## src/rtl/uart_regbank.sv

```systemverilog
module uart_regbank #(
  parameter int DW = 8
) (
  input  logic          clk,
  input  logic          rst_n,
  input  logic [2:0]    addr,
  input  logic          wr_en,
  input  logic          rd_en,
  input  logic [DW-1:0] wdata,
  output logic [DW-1:0] rdata,
  output logic          tx_push,
  output logic [DW-1:0] tx_data,
  output logic          rx_pop,
  input  logic [DW-1:0] rx_data,
  output logic          rx_fifo_clr,
  output logic          tx_fifo_clr,
  output logic          fifo_en,
  output logic [1:0]    rx_trig,
  input  logic          irq_pend,
  input  logic [2:0]    irq_id,
  input  logic [DW-1:0] lsr_in,
  input  logic [DW-1:0] msr_in,
  output logic [3:0]    ier,
  output logic [DW-1:0] lcr,
  output logic [4:0]    mcr,
  output logic [DW-1:0] div_lo,
  output logic [DW-1:0] div_hi
);
  localparam logic [2:0] A_DATA = 3'd0, A_IER = 3'd1, A_IID = 3'd2, A_LCR = 3'd3;
  localparam logic [2:0] A_MCR  = 3'd4, A_LSR = 3'd5, A_MSR = 3'd6, A_SPR = 3'd7;

  logic [DW-1:0] spr;
  logic [DW-1:0] rd_mux;
  logic [DW-1:0] isr_word;
  logic          dlab;

  assign dlab     = lcr[DW-1];
  assign isr_word = DW'({fifo_en, fifo_en, 2'b00, irq_id, ~irq_pend});

  always_comb begin
    case (addr)
      A_DATA:  rd_mux = dlab ? div_lo : rx_data;
      A_IER:   rd_mux = dlab ? div_hi : DW'(ier);
      A_IID:   rd_mux = isr_word;
      A_LCR:   rd_mux = lcr;
      A_MCR:   rd_mux = DW'(mcr);
      A_LSR:   rd_mux = lsr_in;
      A_MSR:   rd_mux = msr_in;
      default: rd_mux = spr;
    endcase
  end

  always_ff @(posedge clk or negedge rst_n) begin
    if (!rst_n) begin
      rdata  <= '0;
      rx_pop <= 1'b0;
    end else begin
      rx_pop <= rd_en && addr == A_DATA && !dlab;
      if (rd_en) rdata <= rd_mux;
    end
  end

  always_ff @(posedge clk or negedge rst_n) begin
    if (!rst_n) begin
      tx_push     <= 1'b0;
      tx_data     <= '0;
      rx_fifo_clr <= 1'b0;
      tx_fifo_clr <= 1'b0;
      fifo_en     <= 1'b0;
      rx_trig     <= 2'b00;
      ier         <= '0;
      lcr         <= '0;
      mcr         <= '0;
      div_lo      <= '0;
      div_hi      <= '0;
      spr         <= '0;
    end else begin
      tx_push     <= 1'b0;
      rx_fifo_clr <= 1'b0;
      tx_fifo_clr <= 1'b0;
      if (wr_en) begin
        case (addr)
          A_DATA: begin
            if (dlab) div_lo <= wdata;
            else begin
              tx_push <= 1'b1;
              tx_data <= wdata;
            end
          end
          A_IER: begin
            if (dlab) div_hi <= wdata;
            else      ier    <= wdata[3:0];
          end
          A_IID: begin
            fifo_en     <= wdata[0];
            rx_trig     <= wdata[DW-1:DW-2];
            rx_fifo_clr <= wdata[1];
            tx_fifo_clr <= wdata[2];
          end
          A_LCR:   lcr <= wdata;
          A_MCR:   mcr <= wdata[4:0];
          A_SPR:   spr <= wdata;
          default: ;
        endcase
      end
    end
  end
endmodule

```

## config.mk

```make
export PLATFORM = sky130hd
export DESIGN_NAME = uart_regbank
export DESIGN_NICKNAME = d
export VERILOG_FILES = /design/src/rtl/uart_regbank.sv
export SDC_FILE = /design/constraint.sdc
export NUM_CORES = 1
export LEC_CHECK = 0
export ABC_CLOCK_PERIOD_IN_PS = 2950
export BUFFER_PORTS_ARGS = -buffer_cell sky130_fd_sc_hd__buf_2
export CELL_PAD_IN_SITES_DETAIL_PLACEMENT = 2
export CELL_PAD_IN_SITES_GLOBAL_PLACEMENT = 2
export CORE_ASPECT_RATIO = 1.2
export CORE_MARGIN = 10
export CORE_UTILIZATION = 35
export DETAILED_ROUTE_END_ITERATION = 6
export PLACE_DENSITY = 0.81
export SKIP_CTS_REPAIR_TIMING = 1
export SLEW_MARGIN = 20
export SYNTH_ARGS = -nofsm -noshare
export SYNTH_HDL_FRONTEND = slang
export SYNTH_SLANG_ARGS = --single-unit
```

## constraint.sdc

```tcl
create_clock -name clk -period 2.95 [get_ports clk]
set_input_delay 0.1475 -clock clk [delete_from_list [all_inputs] [get_ports clk]]
set_output_delay 0.1475 -clock clk [all_outputs]
set_load 0.05 [all_outputs]
```

==> results.toml, run 1 <==
[run_status]
run_status = "finished, final reports clean"

[floorplanning]
ios = 99
start_util = 0.3597
core_region_area_sq_mm = 0.008564
rows = 37
die_h_um = 122.8
fp.dieW_um = 105.6
die_area_sq_mm = 0.01297

[logic_synthesis]
ys_ff_latch = 64
avgSynthCellArea_sq_um = 12.52
synth.distinct_cells = 38
seq_area_frac_synth = 0.5199
syn_inst = 246
synthFlopType = "dfrtp_1"
yosys_warnings = 0
synth_nets = 289
syn-cell-area_sq_mm = 0.003080
synthArstFlopShare = 1.000
synth-edff-count = 0

[sta]
drv_slew = 0
setup_viol = 0
fin_tns_setup_ns = 0
fmax_mhz = 466.2
tightest_slew_ns = 0.7312
finalHoldViolCount = 0
rsz0062_at_grt = "false"
fin_skew_ns = 0.01691
finalCritPeriodShare = 0.7271
slew_headroom = 0.4999
period_needed_ns = 2.145
hold_slack_ns = 0.1226

[setup_path]
cp_cell_sequence = "buf_4, mux2i_1, a2111oi_0, nor3_1, a211oi_1"
critPathKind = "reg2reg"
required_ns = 3.19
worstPathMaxFanout = 10
crit_arrival_ns = 2.38
critPathTopFamily = "compound AO/OA/AOI/OAI gates"
critPathMaxStageDelay_ns = 0.70
start_kind = "register"
crit_slowest_cell = "a2111oi_0"
worstSetupEndpointType = "register"
critPathBufInv = 1

[final_layout]
nNetsFinal = 388
drive_above_1_share = 0.5143
syn2layout_area_growth_pct = 25.79
fillers = 919
final_area_sq_mm = 0.003875
regArea_sq_mm = 0.001602
antenna_cells = 0
multi_input_area_sq_mm = 0.001384
fin_util = 0.4524

[grt]
grt_pass1_wl_um = 16990
overflow = 0
antenna_found_initial = 0
grt_usage = 0.1689
grt_max_degree = 50
grt_pass1_vias = 2841

[route]
first_pass_iters = 4
ant_nets = 0
routed_wl_um = 10930
via_per_inst = 5.199
drc_errors = 0
vias = 2428
wire_per_inst_um = 23.40
drt_iter0_drc = 77

[pwr]
power_density_mw_per_mm2 = 867.8
sequentialPowerShare = 0.372
intPower_mw = 1.907
vdd_drop_max_mv = 0.4076
switching_share = 0.4330
p_switching_mw = 1.456
leakagePower_nw = 1.888
pwr-share-comb = 0.400
pwr-share-clk = 0.228

[clocking]
clk_pin_slew_ns = 0.07
cts_root_buffer = "clkbuf_8"
clkSinkCount = 64
clock_path_buffers = 2
h-tree-depth = 3
cts_buffers = 9
insertion_delay_ns = 0.35
cts_tree = "yes"

[placement]
place_congestion = 0.7886
portBuffers = 98
hpwlAfterDp_um = 8147
post_dp_cell_area_sq_mm = 0.003664

[run]
max_cap_viol_count = 0

[hold_path]
hold_path.class = "in2reg"
-- final timing paths --
check | start | to | slack (ns) | cells past startpoint
worst min register to register | tx_data[7] | tx_data[7] | 0.51 | 1
worst max-delay path | lcr[7] | rdata[5] | 0.80 | 5
max in group asynchronous | rst_n | div_hi[4] | 1.96 | 3
worst max register to register | lcr[7] | rdata[5] | 0.80 | 5
min in group asynchronous | rst_n | div_hi[0] | 0.37 | 2
worst min-delay path | wdata[6] | tx_data[6] | 0.12 | 2
-- cells in the final DEF, fill, tap and decap left out, types with 2 or more instances in the layout --
cell type and count:
a21oi_1 11, and2_1 2, buf_2 97, buf_4 5
clkbuf_1 2, clkbuf_8 11, clkinv_2 2, dfrtp_1 64
inv_1 2, mux2_2 48, mux2_4 8, mux2i_1 16
nand2_1 8, nand2b_1 3, nand3_1 3, nand4_2 3
nor2_1 19, nor3_1 3, o21a_1 4, o21ai_0 4
o221ai_1 5, o22ai_1 9, or2_1 2, or3_1 2
-- kinds of logic (layout without fill, tap and decap cells) --
family / Yosys count / count (layout) / synth area share
flops: 64 / 64 / 0.5199
buf+inv: 18 / 122 / 0.03087
compound gates: 42 / 42 / 0.09342
simple gates: 50 / 50 / 0.08936
mux: 72 / 72 / 0.2665
-- metal layers --
| metal | track usage | share of wire | vias to the layer above |
|---|---|---|---|
| li1 | - | - | 1099 |
| met1 | 0.1903 | 0.41 | 1256 |
| met2 | 0.3050 | 0.54 | 62 |
| met3 | 0.03251 | 0.039 | 11 |
| met4 | 0.07203 | 0.017 | 0 |
| met5 | 0 | 0 | - |
-- power by group through the flow --
stage / clock (mW) / sequential, mW / combinational [mW]
floorplan: 0 / 1.85 / 0.357
finish: 0.766 / 1.25 / 1.35
global placement: 0 / 1.26 / 1.32
CTS: 0.782 / 1.25 / 1.36
global route: 0.827 / 1.28 / 1.41
detailed placement: 0 / 1.27 / 1.36
-- worst register-to-register path, delay by kind of cell, from the launching register on --
kind / cells / cell delay (ns)
buffers and inverters: 1 / 0.26
DFF: 1 / 0.65
and+or+nand+nor: 1 / 0.13
AOI/OAI and AO/OA: 2 / 0.93
muxes: 1 / 0.09
-- cells in the mapped netlist, types with 2 or more instances --
cell type / n / area share
dfrtp_1: 64 / 0.52
mux2_2: 48 / 0.18
nor2_1: 19 / 0.023
mux2i_1: 16 / 0.052
a21oi_1: 11 / 0.018
o22ai_1: 9 / 0.018
mux2_4: 8 / 0.039
nand2_1: 8 / 0.0097
buf_2: 7 / 0.011
o221ai_1: 5 / 0.014
clkbuf_1: 4 / 0.0049
o21a_1: 4 / 0.0097
o21ai_0: 4 / 0.0065
buf_4: 3 / 0.0073
nand2b_1: 3 / 0.0061
nand3_1: 3 / 0.0049
nand4_2: 3 / 0.012
nor3_1: 3 / 0.0049
and2_1: 2 / 0.0041
inv_1: 2 / 0.0024
or2_1: 2 / 0.0041
or3_1: 2 / 0.0041
-- through the flow --
stage / total power, mW / setup WS (ns) / instances
after detailed placement: 2.624 / 0.8682 / 450
after global placement: 2.574 / 0.9827 / 450
after CTS: 3.398 / 0.8366 / 466
after floorplan: 2.210 / 1.192 / 246
after global routing: 3.522 / 0.6388 / 467
final: 3.363 / 0.8049 / 467
-- final cells by class --
class,instances,area share
clock inverter,3,0.01033
clock buffer,13,0.04101
tap,117,0.03778
timing repair buffer,103,0.1376
multi-input combinational,164,0.3571
sequential,64,0.4133
inverter,3,0.002906
-- state kept, by name (all words and copies together), names as in the netlist, 2 cells and up --
register and flops:
spr 8, lcr 8, ier 4, div_lo 8
rdata 8, rx_trig 2, tx_data 8, mcr 5
div_hi 8
(Power assumes the default switching activity.)
==> run 2, diff against run 1 <==
Settings changed: ABC_CLOCK_PERIOD_IN_PS 2950 to 1800, CORE_UTILIZATION 35 to 29, PLACE_DENSITY 0.81 to 0.71.
Clock period 2.95 ns to 1.8 ns, I/O delays scaled along.
==> results.toml, run 2 (synthesis gave the netlist of run 1 again) <==
[run_status]
run_status = "finished, final reports clean"

[hold_path]
worstHoldPathCells = 2
hold_path.class = "in2reg"

[sta]
period_needed_ns = 1.710
slew_headroom = 0.6856
fin_tns_setup_ns = 0
drv_slew = 0
hold_slack_ns = 0.08051
setup_viol = 0
fmax_mhz = 584.7
tightest_slew_ns = 0.4715
finalCritPeriodShare = 0.9502
rsz0062_at_grt = "false"
fin_skew_ns = 0.004142
finalHoldViolCount = 0

[route]
met1Wirelength_um = 4413
wire_per_inst_um = 23.19
vias = 2455
ant_nets = 0
wl_met3_um = 666
first_pass_iters = 4
via_per_inst = 5.083
drt_iter0_drc = 113
top_layer = "met4"
dr_wl_met2_um = 5872
routed_wl_um = 11200
drc_errors = 0

[grt]
grt_usage = 0.1506
antenna_found_initial = 0
grt_pass1_vias = 2860
grt_max_degree = 65
grt_pass1_wl_um = 17340
overflow = 0

[setup_path]
critPathKind = "reg2reg"
worstReg2RegStart = "lcr[7]"
rr_endpoint = "ier[0]"
required_ns = 2.01
ff2ff_setup_slack_ns = 0.09
ff2ff_path_depth = 3
cp_cell_sequence = "or3_1, nor2_1, mux2_2"
crit_slowest_cell = "dfrtp_1"
worstPathMaxFanout = 6
critical_path.startpoint = "lcr[7]"
worstSetupEndpoint = "ier[0]"
crit_arrival_ns = 1.92
critPathMaxStageDelay_ns = 0.44
start_kind = "register"
worstSetupEndpointType = "register"

[floorplanning]
fp.dieW_um = 114.1
rows = 41
core_region_area_sq_mm = 0.01047
start_util = 0.2944
die_h_um = 132.9
die_area_sq_mm = 0.01516
ios = 99

[pwr]
vdd_drop_max_mv = 0.5323
leakagePower_nw = 1.953
power_mw = 5.936
power_density_mw_per_mm2 = 1478

[placement]
hpwlAfterDp_um = 8312
place_congestion = 0.7539
portBuffers = 98
dp_cells = 466
post_dp_cell_area_sq_mm = 0.003721

[final_layout]
syn2layout_area_growth_pct = 30.38
nNetsFinal = 392
drive_above_1_share = 0.5226
multi_input_area_sq_mm = 0.001384
stdcell_count = 483
fillers = 1151
final_cell_mix = "buf_2 (98), dfrtp_1 (64), mux2_2 (48), nor2_1 (19), mux2i_1 (16)"
final_common_cell = "buf_2"
antenna_cells = 0
regArea_sq_mm = 0.001602
final_area_sq_mm = 0.004016

[clocking]
h-tree-depth = 3
cts_root_buffer = "clkbuf_16"
cts_tree = "yes"
clk_pin_slew_ns = 0.05
cts_buffers = 9
clkSinkCount = 64
insertion_delay_ns = 0.33
clock_path_buffers = 2

[run]
max_cap_viol_count = 0
## run 2: cell types whose count changed in the layout (fill, tap and decap cells not counted), sizes merged
cell / delta
buf: +4
clkinv: +1
bufinv: -1
## run 2: worst max-delay path, delay by kind of cell (launching register included)
family,cells,cell delay [ns]
flip-flops,1,0.44
multiplexers,1,0.40
AND/OR/NAND/NOR,2,0.75
## run 2: area by class of cell
type,instances,share of cell area
flip-flops and latches,64,0.3988
multi-input cells,164,0.3445
repair buffers,107,0.1427
clock buffers,13,0.06729
well taps,129,0.04019
clock inverters,3,0.003738
inverters,3,0.002804
## run 2: power by group
| group | total (mW) | internal (mW) | switching [mW] |
|---|---|---|---|
| registers | 2.04 | 1.78 | 0.260 |
| clock network | 1.66 | 1.04 | 0.625 |
| logic | 2.24 | 0.651 | 1.59 |
| total | 5.94 | 3.47 | 2.47 |
## run 2: stage by stage
stage / util / setup slack [ns]
final: 0.3838 / 0.08972
after global routing: 0.3838 / 0.01674
after CTS: 0.3828 / 0.06543
after detailed placement: 0.3556 / 0.1302
after global placement: 0.3556 / 0.1552
after floorplan: - / 0.04221
## run 2: worst min path at each step
stage,start,end,slack [ns]
2_1_floorplan,rst_n,div_hi[0],-0.21
3_3_place_gp,rst_n,lcr[2],0.14
3_5_place_dp,rst_n,div_hi[2],0.14
4_1_cts,rst_n,lcr[7],-0.20
5_1_grt,wdata[6],tx_data[6],0.08
6_report,wdata[6],tx_data[6],0.08
## run 2: per-layer routing
metal  track usage  vias up
met2        0.2576       70
met5             0        -
li1              -     1111
met3       0.03709       16
met1        0.1681     1258
met4       0.07531        0
==> run 3, diff against run 2 <==
Settings changed: PLACE_DENSITY 0.71 to default, PLACE_DENSITY_LB_ADDON from default to 0.08.
==> results.toml, run 3 (synthesis gave the netlist of run 1 again) <==
[run_status]
run_status = "finished, final reports clean"

[pwr]
intPower_mw = 3.763
pwr-share-clk = 0.313
vdd_drop_max_mv = 0.6212
power_density_mw_per_mm2 = 1505
switching_share = 0.3914
p_switching_mw = 2.420
power_mw = 6.183
sequentialPowerShare = 0.326
pwr-share-comb = 0.360
leakagePower_nw = 1.993

[route]
drc_errors = 0
via_per_inst = 5.008
routed_wl_um = 11030
vias = 2439
ant_nets = 0
first_pass_iters = 4
wire_per_inst_um = 22.65
drt_iter0_drc = 55

[placement]
post_dp_cell_area_sq_mm = 0.003764
hpwlAfterDp_um = 8158
portBuffers = 98
dp_cells = 470
pre_cts_ws_ns = 0.05776
place_congestion = 0.7721

[clocking]
h-tree-depth = 3
cts_root_buffer = "clkbuf_16"
clkSinkCount = 64
cts_buffers = 9
insertion_delay_ns = 0.33
clock_path_buffers = 2
clk_pin_slew_ns = 0.06
cts_tree = "yes"

[sta]
fin_skew_ns = 0.007707
rsz0062_at_grt = "false"
tightest_slew_ns = 0.5870
period_needed_ns = 1.735
drv_slew = 0
setup_viol = 0
slew_headroom = 0.6087
fmax_mhz = 576.4
hold_slack_ns = 0.09135
fin_tns_setup_ns = 0
finalCritPeriodShare = 0.9639
worst_slack_ns = 0.06495
finalHoldViolCount = 0

[final_layout]
final_cell_mix = "buf_2 (98), dfrtp_1 (64), mux2_2 (48), nor2_1 (19), mux2i_1 (16)"
stdcell_count = 487
antenna_cells = 0
drive_above_1_share = 0.5251
final_area_sq_mm = 0.004108
syn2layout_area_growth_pct = 33.35
final_common_cell = "buf_2"
nNetsFinal = 396
fin_util = 0.3925

[run]
max_cap_viol_count = 0

[setup_path]
crit_slowest_cell = "or2_1"
critPathKind = "reg2reg"
critPathTopFamily = "simple AND/OR/NAND/NOR gates"
critPathBufInv = 0
required_ns = 2.01
critPathMaxStageDelay_ns = 0.47
start_kind = "register"
worstSetupEndpointType = "register"
crit_arrival_ns = 1.94
cp_cell_sequence = "or3_1, or2_1, mux2_4"
worstPathMaxFanout = 9

[grt]
overflow = 0
antenna_found_initial = 0
grt_usage = 0.1487
grt_pass1_vias = 2923
grt_pass1_wl_um = 17470
grt_max_degree = 65

[floorplanning]
fp.dieW_um = 114.1
rows = 41
die_h_um = 132.9
die_area_sq_mm = 0.01516
core_region_area_sq_mm = 0.01047
ios = 99
start_util = 0.2944

[hold_path]
hold_path.class = "in2reg"
-- run 3: cell count changes in the layout (fill, tap and decap cells not counted), sizes merged --
cell and delta:
buf +4, bufinv +2, clkbuf +1, clkinv -3
-- run 3: worst register-to-register path, delay by kind of cell (launching register included) --
| kind | cells | cell delay, ns |
|---|---|---|
| flops | 1 | 0.40 |
| mux | 1 | 0.38 |
| simple gates | 2 | 0.84 |
-- run 3: final timing paths --
| check | depth (start not counted) | from | to | slack, ns |
|---|---|---|---|---|
| max reg2reg | 3 | lcr[7] | tx_data[2] | 0.06 |
| min | 2 | wdata[6] | tx_data[6] | 0.09 |
| max in group asynchronous | 3 | rst_n | tx_data[3] | 1.18 |
| min reg2reg | 1 | rx_trig[1] | rx_trig[1] | 0.50 |
| min in group asynchronous | 3 | rst_n | div_lo[1] | 0.31 |
| max | 3 | lcr[7] | tx_data[2] | 0.06 |
-- run 3: final cells by class --
| cell class | instances | area [sq um] |
|---|---|---|
| clock buffer | 14 | 274.0 |
| inverter | 3 | 11.26 |
| timing repair buffer | 111 | 615.6 |
| fill | 1136 | 6357 |
| multi-input combinational | 164 | 1384 |
| clock inverter | 2 | 60.06 |
| sequential | 64 | 1602 |
| tap | 129 | 161.4 |
-- run 3: metal layers --
layer	share of wire	vias to the layer above	wire, um	GRT usage
li1	-	1114	-	-
met1	0.44	1256	4805	0.1824
met2	0.50	60	5507	0.2433
met3	0.054	9	598	0.04478
met4	0.011	0	119	0.04393
met5	0	-	0	0
-- run 3: power groups by stage --
stage	Sequential (mW)	Clock (mW)	Combinational, mW
6_report	2.02	1.94	2.23
4_1_cts	2.03	1.99	2.27
3_5_place_dp	2.05	0	2.27
2_1_floorplan	3.04	0	0.585
3_3_place_gp	2.04	0	2.23
5_1_grt	2.08	2.05	2.36
